--- src/rtl/baud_cfg_pkg.sv ---
package baud_cfg_pkg;

  localparam int unsigned BYTE_W = 8;
  localparam int unsigned TC_W   = 2 * BYTE_W;
  localparam int unsigned PRE_W  = 6;

  typedef enum logic [1:0] {
    PRE_DIV1  = 2'b00,
    PRE_DIV16 = 2'b01,
    PRE_DIV32 = 2'b10,
    PRE_DIV64 = 2'b11
  } prescale_e;

  // strobes and settings handed from control to datapath
  typedef struct packed {
    logic            reload;
    logic [TC_W-1:0] timeConst;
    prescale_e       prescaleSel;
  } divCtl_t;

  // terminal count of the second stage (factor minus one)
  function automatic logic [PRE_W-1:0] preLimitOf(prescale_e sel);
    case (sel)
      PRE_DIV1:  preLimitOf = PRE_W'(0);
      PRE_DIV16: preLimitOf = PRE_W'(15);
      PRE_DIV32: preLimitOf = PRE_W'(31);
      default:   preLimitOf = PRE_W'(63);
    endcase
  endfunction

endpackage

--- src/rtl/baud_cfg_ctrl.sv ---
module baud_cfg_ctrl
  import baud_cfg_pkg::*;
#(
  parameter int unsigned         ADDR_W     = 4,
  parameter logic [ADDR_W-1:0]   FRAME_ADDR = 4,
  parameter logic [ADDR_W-1:0]   CHAR_ADDR  = 5,
  parameter logic [ADDR_W-1:0]   TCLO_ADDR  = 12,
  parameter logic [ADDR_W-1:0]   TCHI_ADDR  = 13,
  parameter logic [BYTE_W-1:0]   FRAME_RST  = 8'h04,
  parameter logic [BYTE_W-1:0]   CHAR_RST   = 8'h00,
  parameter logic [BYTE_W-1:0]   TCLO_RST   = 8'h00,
  parameter logic [BYTE_W-1:0]   TCHI_RST   = 8'h00
) (
  input  logic              clk,
  input  logic              rstN,
  input  logic              wrEn,
  input  logic [ADDR_W-1:0] addr,
  input  logic [BYTE_W-1:0] wrData,
  output divCtl_t           divCtl,
  output logic              parityEn,
  output logic              parityEven,
  output logic              twoStop,
  output logic [3:0]        dataBits
);

  localparam int unsigned NREG      = 4;
  localparam int unsigned IDX_FRAME = 0;
  localparam int unsigned IDX_CHAR  = 1;
  localparam int unsigned IDX_TCLO  = 2;
  localparam int unsigned IDX_TCHI  = 3;

  function automatic logic [ADDR_W-1:0] regAddr(int unsigned idx);
    case (idx)
      IDX_FRAME: regAddr = FRAME_ADDR;
      IDX_CHAR:  regAddr = CHAR_ADDR;
      IDX_TCLO:  regAddr = TCLO_ADDR;
      default:   regAddr = TCHI_ADDR;
    endcase
  endfunction

  function automatic logic [BYTE_W-1:0] regRst(int unsigned idx);
    case (idx)
      IDX_FRAME: regRst = FRAME_RST;
      IDX_CHAR:  regRst = CHAR_RST;
      IDX_TCLO:  regRst = TCLO_RST;
      default:   regRst = TCHI_RST;
    endcase
  endfunction

  logic [BYTE_W-1:0] regQ [NREG];
  logic [NREG-1:0]   hit;
  logic              reloadPend;

  for (genvar gi = 0; gi < NREG; gi++) begin : g_cfgReg
    logic [BYTE_W-1:0] byteQ;
    assign hit[gi] = wrEn && (addr == regAddr(gi));
    always_ff @(posedge clk or negedge rstN) begin
      if (!rstN)        byteQ <= regRst(gi);
      else if (hit[gi]) byteQ <= wrData;
    end
    assign regQ[gi] = byteQ;
  end

  always_ff @(posedge clk or negedge rstN) begin
    if (!rstN) reloadPend <= 1'b0;
    else       reloadPend <= |hit;
  end

  assign divCtl.reload      = reloadPend;
  assign divCtl.timeConst   = {regQ[IDX_TCHI], regQ[IDX_TCLO]};
  assign divCtl.prescaleSel = prescale_e'(regQ[IDX_FRAME][7:6]);

  always_comb begin
    parityEn   = regQ[IDX_FRAME][0];
    parityEven = regQ[IDX_FRAME][1];
    twoStop    = (regQ[IDX_FRAME][3:2] == 2'b11);
    case (regQ[IDX_CHAR][6:5])
      2'b00:   dataBits = 4'd5;
      2'b01:   dataBits = 4'd7;
      2'b10:   dataBits = 4'd6;
      default: dataBits = 4'd8;
    endcase
  end

  logic unusedCfgBits;
  assign unusedCfgBits = ^{regQ[IDX_FRAME][5:4], regQ[IDX_CHAR][7], regQ[IDX_CHAR][4:0]};

  function automatic logic isCfgAddr(logic [ADDR_W-1:0] a);
    isCfgAddr = (a == FRAME_ADDR) || (a == CHAR_ADDR) ||
                (a == TCLO_ADDR)  || (a == TCHI_ADDR);
  endfunction


  cfg_reload_chk: assert property (@(posedge clk) disable iff (!rstN)
    (wrEn && isCfgAddr(addr)) |=> divCtl.reload);


  foreign_wr_chk: assert property (@(posedge clk) disable iff (!rstN)
    (wrEn && !isCfgAddr(addr)) |=>
      ($stable(dataBits) && $stable(parityEn) && $stable(parityEven) &&
       $stable(twoStop) && $stable(divCtl.timeConst) && !divCtl.reload));


  stop_decode_chk: assert property (@(posedge clk) disable iff (!rstN)
    (wrEn && addr == FRAME_ADDR) |=> (twoStop == ($past(wrData[3:2]) == 2'b11)));


  len7_decode_chk: assert property (@(posedge clk) disable iff (!rstN)
    (wrEn && addr == CHAR_ADDR && wrData[6:5] == 2'b01) |=> (dataBits == 4'd7));

endmodule

--- src/rtl/baud_div_dp.sv ---
module baud_div_dp
  import baud_cfg_pkg::*;
#(
  parameter logic [TC_W-1:0] RST_TC  = '0,
  parameter prescale_e       RST_SEL = PRE_DIV1
) (
  input  logic    clk,
  input  logic    rstN,
  input  divCtl_t divCtl,
  output logic    baudTick
);

  localparam logic [TC_W:0]    RST_BASE = {1'b0, RST_TC} + (TC_W+1)'(1);
  localparam logic [PRE_W-1:0] RST_PRE  = preLimitOf(RST_SEL);

  logic [TC_W:0]    baseCnt, baseLimit;
  logic [PRE_W-1:0] preCnt, preLimitQ;
  logic             tickQ;
  logic [TC_W:0]    newBase;
  logic [PRE_W-1:0] newPre;

  assign newBase = {1'b0, divCtl.timeConst} + (TC_W+1)'(1);
  assign newPre  = preLimitOf(divCtl.prescaleSel);

  always_ff @(posedge clk or negedge rstN) begin
    if (!rstN) begin
      baseLimit <= RST_BASE;
      baseCnt   <= RST_BASE;
      preLimitQ <= RST_PRE;
      preCnt    <= RST_PRE;
      tickQ     <= 1'b0;
    end else if (divCtl.reload) begin
      baseLimit <= newBase;
      baseCnt   <= newBase;
      preLimitQ <= newPre;
      preCnt    <= newPre;
      tickQ     <= 1'b0;
    end else if (baseCnt == '0) begin
      baseCnt <= baseLimit;
      if (preCnt == '0) begin
        preCnt <= preLimitQ;
        tickQ  <= 1'b1;
      end else begin
        preCnt <= preCnt - PRE_W'(1);
        tickQ  <= 1'b0;
      end
    end else begin
      baseCnt <= baseCnt - (TC_W+1)'(1);
      tickQ   <= 1'b0;
    end
  end

  assign baudTick = tickQ;


  tick_width_chk: assert property (@(posedge clk) disable iff (!rstN)
    baudTick |=> !baudTick);


  reload_quiet_chk: assert property (@(posedge clk) disable iff (!rstN)
    divCtl.reload |=> !baudTick);


  base_bound_chk: assert property (@(posedge clk) disable iff (!rstN)
    baseCnt <= baseLimit);


  pre_bound_chk: assert property (@(posedge clk) disable iff (!rstN)
    preCnt <= preLimitQ);

endmodule

--- src/rtl/baud_frame_cfg.sv ---
module baud_frame_cfg
  import baud_cfg_pkg::*;
#(
  parameter int unsigned       ADDR_W     = 4,
  parameter logic [ADDR_W-1:0] FRAME_ADDR = 4,
  parameter logic [ADDR_W-1:0] CHAR_ADDR  = 5,
  parameter logic [ADDR_W-1:0] TCLO_ADDR  = 12,
  parameter logic [ADDR_W-1:0] TCHI_ADDR  = 13,
  parameter logic [7:0]        FRAME_RST  = 8'h04,
  parameter logic [7:0]        CHAR_RST   = 8'h00,
  parameter logic [7:0]        TCLO_RST   = 8'h00,
  parameter logic [7:0]        TCHI_RST   = 8'h00
) (
  input  logic              clk,
  input  logic              rstN,
  input  logic              cfgWrEn,
  input  logic [ADDR_W-1:0] cfgAddr,
  input  logic [7:0]        cfgWrData,
  output logic              parityEn,
  output logic              parityEven,
  output logic              twoStop,
  output logic [3:0]        dataBits,
  output logic              baudTick
);

  divCtl_t divCtl;

  baud_cfg_ctrl #(
    .ADDR_W(ADDR_W), .FRAME_ADDR(FRAME_ADDR), .CHAR_ADDR(CHAR_ADDR),
    .TCLO_ADDR(TCLO_ADDR), .TCHI_ADDR(TCHI_ADDR), .FRAME_RST(FRAME_RST),
    .CHAR_RST(CHAR_RST), .TCLO_RST(TCLO_RST), .TCHI_RST(TCHI_RST)
  ) i_ctrl (
    .clk(clk), .rstN(rstN), .wrEn(cfgWrEn), .addr(cfgAddr), .wrData(cfgWrData),
    .divCtl(divCtl), .parityEn(parityEn), .parityEven(parityEven),
    .twoStop(twoStop), .dataBits(dataBits)
  );

  baud_div_dp #(
    .RST_TC({TCHI_RST, TCLO_RST}),
    .RST_SEL(prescale_e'(FRAME_RST[7:6]))
  ) i_dp (
    .clk(clk), .rstN(rstN), .divCtl(divCtl), .baudTick(baudTick)
  );

endmodule

--- config.mk ---
export PLATFORM = sky130hd
export DESIGN_NAME = baud_frame_cfg
export DESIGN_NICKNAME = d
export VERILOG_FILES = /design/src/rtl/baud_cfg_pkg.sv /design/src/rtl/baud_cfg_ctrl.sv /design/src/rtl/baud_div_dp.sv /design/src/rtl/baud_frame_cfg.sv
export SDC_FILE = /design/constraint.sdc
export NUM_CORES = 1
export LEC_CHECK = 0
export ABC_CLOCK_PERIOD_IN_PS = 3300
export BUFFER_PORTS_ARGS = -buffer_cell sky130_fd_sc_hd__buf_4
export CAP_MARGIN = 20
export CORE_ASPECT_RATIO = 0.6
export CORE_UTILIZATION = 45
export CTS_CLUSTER_SIZE = 30
export DETAILED_ROUTE_END_ITERATION = 16
export GPL_ROUTABILITY_DRIVEN = 0
export HOLD_SLACK_MARGIN = 0.05
export PLACE_DENSITY_LB_ADDON = 0.25
export SYNTH_ARGS = -nofsm -noshare
export SYNTH_HDL_FRONTEND = slang
export SYNTH_SLANG_ARGS = --single-unit
--- constraint.sdc ---
create_clock -name clk -period 3.3 [get_ports clk]
set_clock_uncertainty 0.1 [all_clocks]
set_input_delay 0.495 -clock clk [delete_from_list [all_inputs] [get_ports clk]]
set_output_delay 0.495 -clock clk [all_outputs]
set_load 0.005 [all_outputs]
# After elaboration in Yosys (flattened, before gate mapping)
# Cells that the tools add are included.
# word_totals
reg_bits	79
inputBits	15
output_inout_bits	8
wordCells	42
# classes
addsub	3
n_eq_ne	9
mux	10
reduce_logical	10
# op_table
operator	n
17-bit 2-to-1 mux	2
6-bit 2-to-1 mux	3
6-bit case mux with 3 select lines	1
16-bit by 1-bit adder with 17-bit output (second input constant)	1
17-bit logical NOT	1
17-bit by 1-bit subtractor with 17-bit output (second input constant)	1
4-bit case mux with 3 select lines	1
4-bit by 3-bit equality test with 1-bit output (second input constant)	2
4-bit equality test (second input constant)	2
2-bit equality test (second input constant)	3
6-bit logical NOT	1
6-bit by 1-bit subtractor with 6-bit output (second input constant)	1
2-bit by 1-bit equality test with 1-bit output (second input constant)	2
1-bit logical AND	4
2-bit logical NOT	2
4-bit OR reduction	1
1-bit 2-to-1 mux	3
2-bit nonzero test	1

# Longest topological paths before layout
# depth
ltp_word	4
ltp_mapped	8
ltp_nobuf	7

# Hierarchy
# Synthesis repeated with hierarchy kept, for this count alone.
# hier_totals
hier_cells	367
hier_area_um2	3783.6
# by_module_without_submodules
mod	n_inst	cells_per_inst	area_per_inst_um2	seq_area_each_um2
baud_div_dp	1	297	2697.6	1103.6
baud_cfg_ctrl	1	70	1086.0	626.9

# Worst setup path after synthesis
# Ideal clock, no wire load.
# synth_timing
path_type	register to register
start	register i_dp.baseCnt[2]
end	register i_dp.baseCnt[5]
setup_time_ps	80
arrival_ps	1666
t_required_ps	3120
setup_slack_ps	1453
stages_incl_launch_ff	7
n_path_buf	2
period_less_slack_ps	1847
path_cell_list	dfrtp_1 -> buf_6 -> or4_1 -> buf_4 -> or3_1 -> and3_4 -> o22ai_2
# synth_via
elab_chain_len	3
word_cells_on_any_way	4
classes_between	add/sub: 1; mux: 2; reduce/logical: 1
# synth_rtl
item	line_no	rtl
start: declaration	baud_div_dp.sv:16	logic [TC_W:0] baseCnt, baseLimit;
start signal: assignment	baud_div_dp.sv:34	baseCnt <= newBase;
start signal: assignment	baud_div_dp.sv:39	baseCnt <= baseLimit;
start signal: assignment	baud_div_dp.sv:48	baseCnt <= baseCnt - (TC_W+1)'(1);
17-bit by 1-bit subtractor with 17-bit output / 17-bit logical NOT (equally long branches)	baud_div_dp.sv:48, baud_div_dp.sv:38	
17-bit 2-to-1 mux *	baud_div_dp.sv:38	end else if (baseCnt == '0) begin
17-bit 2-to-1 mux *	baud_div_dp.sv:32	end else if (divCtl.reload) begin
# Mark *: on every way between the ends. The rest lies on a longest branch, timed or not.
# A chain may end at the register's enable or synchronous reset.

# Final worst setup path
# layout_timing
start	register i_dp.baseCnt[1]
end	register i_dp.preCnt[0]
# layout_via
elab_chain_len	2
# layout_rtl
item	line_no	rtl
17-bit logical NOT	baud_div_dp.sv:38	
2-bit nonzero test (no source line)	--	
end signal: assignment	baud_div_dp.sv:36	preCnt <= newPre;
end signal: assignment	baud_div_dp.sv:41	preCnt <= preLimitQ;
end signal: assignment	baud_div_dp.sv:44	preCnt <= preCnt - PRE_W'(1);
end: declaration	baud_div_dp.sv:17	logic [PRE_W-1:0] preCnt, preLimitQ;
# No other way between the ends.

==> key figures <==
STA
  – Final Max Slew Viols: 0
  – Final worst setup slack: around 0.9 ns
  – Clock period minus worst slack: 2.41 ns
  – Worst-Margin Slew: 0.869 ns
  – Post-Route Setup TNS: 0 ns
  – RSZ-0062 raised after global routing: false
  – Fmax: 0.414 GHz
  – Setup violators final: 0
  – Max-slew headroom: a little over two fifths
  – Hold Fails Final Rpt: 0
  – Period utilization: 73.2%

Detailed routing
  – Post-DRT Antenna Nets: 0
  – 1st-iter DRT viols: 226
  – First-pass DRT Iterations: 4
  – Drt wl/cell: 15.9 µm
  – Vias post-DR: between 2000 and 3000
  – DRC Markers: 0
  – Via-per-instance ratio: 5.54
  – Drt total wl: 7760 µm

Setup path
  – Worst EP required: 3.43 ns
  – R2r setup slk: between 0.8 and 0.9 ns
  – Worst R2R Start: i_dp.baseCnt[1]$_DFF_PN0_
  – RR Endpoint: i_dp.preCnt[0]$_DFFE_PN0P_
  – CP Launch Type: register
  – Type of the worst setup path: register to register
  – Crit-path max FO: 26
  – Critical path arrival: around 2.5 ns
  – Element type at the critical path end: register
  – Cell count of the worst reg-to-reg path: 7

Global route
  – First-pass GRT wire length: roughly 13000 µm
  – Largest net degree at the start of global routing: 70
  – Antenna violations before repair: 0
  – Grt total ovfl: 0
  – Total GRT Usage: 20.2%
  – Vias in the first global route: 2487

Floorplanning
  – Die Y: 71.6 µm
  – Die ar.: ~0.0085 mm²
  – I/O pin count: 23
  – DIE WIDTH: 118 µm
  – Row count: 24
  – Starting Density: 48.3%
  – Core area: 0.00754 mm²

Clock network
  – Clk sink count: 69
  – Clock latency at the later pin of the worst-skew pair: between 0.3 and 0.4 ns
  – Num CTS Buffers: 9
  – Bufs on Longest Clock Path: 2
  – CTS tree: done
  – Clock slew at reported path FFs: 0.06 ns
  – PostCTS Resize Cnt: 0
  – Hold_buf cts: 0
  – Post-CTS setup buffer count: 0
  – Clock root buffer: clkbuf_16
  – H-tree depth: 3

Place
  – Port bufs: 22
  – Placed cell area: 0.00387 mm²
  – Post-DP HPWL: between 5000 and 6000 µm
  – Dpl ws: 0.914 ns

Layout
  – Most frequent cells in the layout: dfrtp_1 (66), nand2_1 (34), nor2_1 (26), mux2_2 (26), buf_4 (23)
  – Synthesis-to-layout area growth: 14.7%
  – Ratio of cells with drive above 1 in the final layout: 21.0%
  – Finished Cell Area: 0.00417 mm²
  – # diodes: 0
  – Commonest non-fill, non-tap cell in the layout: dfrtp_1
  – Final #Nets: approximately 400

Synth
  – Synth top area share: a little under half
  – Syn Std Cell Area: 0.00364 mm²
  – Syn avg cell area: around 10 µm²
  – Predominant post-synthesis flop cell: dfrtp_1
  – FFs w/ async S/R, synth: 100%
  – Largest area contributor in the netlist: dfrtp_1
  – Synthesis Warnings: 0
  – Net count after synthesis: ~380
  – Cell count after synthesis: between 300 and 400
  – Yosys reg bits: 69
  – Synth top area cells: dfrtp_1 (45%), mux2_2 (8.0%), xnor2_1 (3.6%), nand2_1 (3.5%), o21ai_0 (3.0%)
  – Post-synthesis sequential area ratio: between 40% and 50%
  – Post-synthesis cell type count: 58
  – Post-synth EDFFs: 0

Pwr
  – Power density cells: 781 mW/mm²
  – Worst vdd ir: 394 µV
  – Leakage power: 1.78 nW

Run status
  – Status: complete, no violations

Worst hold path
  – Worst Hold Class: primary input to async pin

Run
  – Max-cap violations: 0
cell type report:
cell class                      instances  area (µm²)
Fill cell                             655        3370
Clock inverter                          6        62.6
Sequential cell                        69        1730
Multi-Input combinational cell        256        1760
Tap cell                              104         130
Clock buffer                           10         239
Inverter                               21        78.8
Timing Repair Buffer                   23         173
flip-flops by register name, indices dropped and copies added (netlist names):
register / cells
i_ctrl.reloadPend: 1
i_dp.preLimitQ: 3
i_dp.baseLimit: 17
i_dp.baseCnt: 17
i_ctrl.g_cfgReg.byteQ: 24
i_dp.baudTick: 1
i_dp.preCnt: 6
report_power, final:
group	total, mW	switching, mW	internal, mW	leakage, nW
Combinational	0.891	0.445	0.446	0.788
Clock	0.965	0.363	0.602	0.140
Sequential	1.40	0.301	1.10	0.850
Total	3.26	1.11	2.15	1.78
cell families (layout without fill, tap and decap cells):
logic type	after synthesis	after routing	synth area share, %
AOI/OAI and AO/OA	84	84	13.7
xor gates and xnor gates	22	22	5.30
adders and majority gates	8	8	2.75
buffers and inverters	36	60	4.13
DFF	69	69	47.6
muxes	28	28	8.60
and+or+nand+nor	114	114	18.0
worst max-delay path, cell delays in order (launching register included):
cell and delay, ns:
dfrtp_1 0.40, inv_1 0.08, ha_1 0.17, nor4b_2 0.36, nand4_2 0.59, nor2_1 0.26
a31oi_1 0.07, o32ai_1 0.27
through the flow:
stage | power, mW | hold slack, ns | std cells | util, %
2_1_floorplan | 2.03 | 0.0994 | 361 | -
3_3_place_gp | 2.26 | 0.377 | 473 | 51.3
3_5_place_dp | 2.29 | 0.385 | 473 | 51.3
4_1_cts | 3.27 | 0.208 | 489 | 55.3
5_1_grt | 3.45 | 0.252 | 489 | 55.3
6_report | 3.26 | 0.152 | 489 | 55.3
per-layer routing:
metal,wire (µm),vias to the layer above,track usage [%]
met4,50,0,4.99
met2,3080,64,26.6
met3,496,6,6.53
li1,-,1313,-
met5,0,-,0
met1,4140,1325,31.2
worst max path at each step:
| stage | start | to | slack [ns] | depth (start not counted) |
|---|---|---|---|---|
| detailed placement | i_dp.baseCnt[4]$_DFF_PN0_ | i_dp.preCnt[3]$_DFFE_PN0P_ | 0.91 | 4 |
| finish | i_dp.baseCnt[1]$_DFF_PN0_ | i_dp.preCnt[0]$_DFFE_PN0P_ | 0.89 | 7 |
| global route | i_dp.baseCnt[1]$_DFF_PN0_ | i_dp.preCnt[0]$_DFFE_PN0P_ | 0.65 | 7 |
| global placement | i_dp.baseCnt[4]$_DFF_PN0_ | i_dp.baseCnt[1]$_DFF_PN0_ | 0.96 | 5 |
| floorplan | i_dp.baseCnt[2]$_DFF_PN0_ | i_dp.baseCnt[5]$_DFF_PN0_ | 1.45 | 6 |
| CTS | i_dp.baseCnt[4]$_DFF_PN0_ | i_dp.preCnt[0]$_DFFE_PN0P_ | 0.87 | 5 |
cells in the mapped netlist, drive strengths merged, types with 2 or more instances:
cell / number
o32ai: 2
dfrtp: 66
o22ai: 2
a31oi: 4
dfstp: 3
a21oi: 17
nor4: 6
or4: 2
nand4: 8
nand2b: 4
a211o: 2
inv: 21
o31ai: 3
nor2: 26
nor3b: 3
o21bai: 2
and2: 3
nor3: 5
xnor2: 15
nand3: 9
mux2: 26
mux2i: 2
a221oi: 2
clkbuf: 8
and4: 3
nand2: 35
and3: 2
or3: 3
o21ai: 41
ha: 8
xor2: 7
buf: 7
nor4b: 2
(Power assumes the default switching activity.)
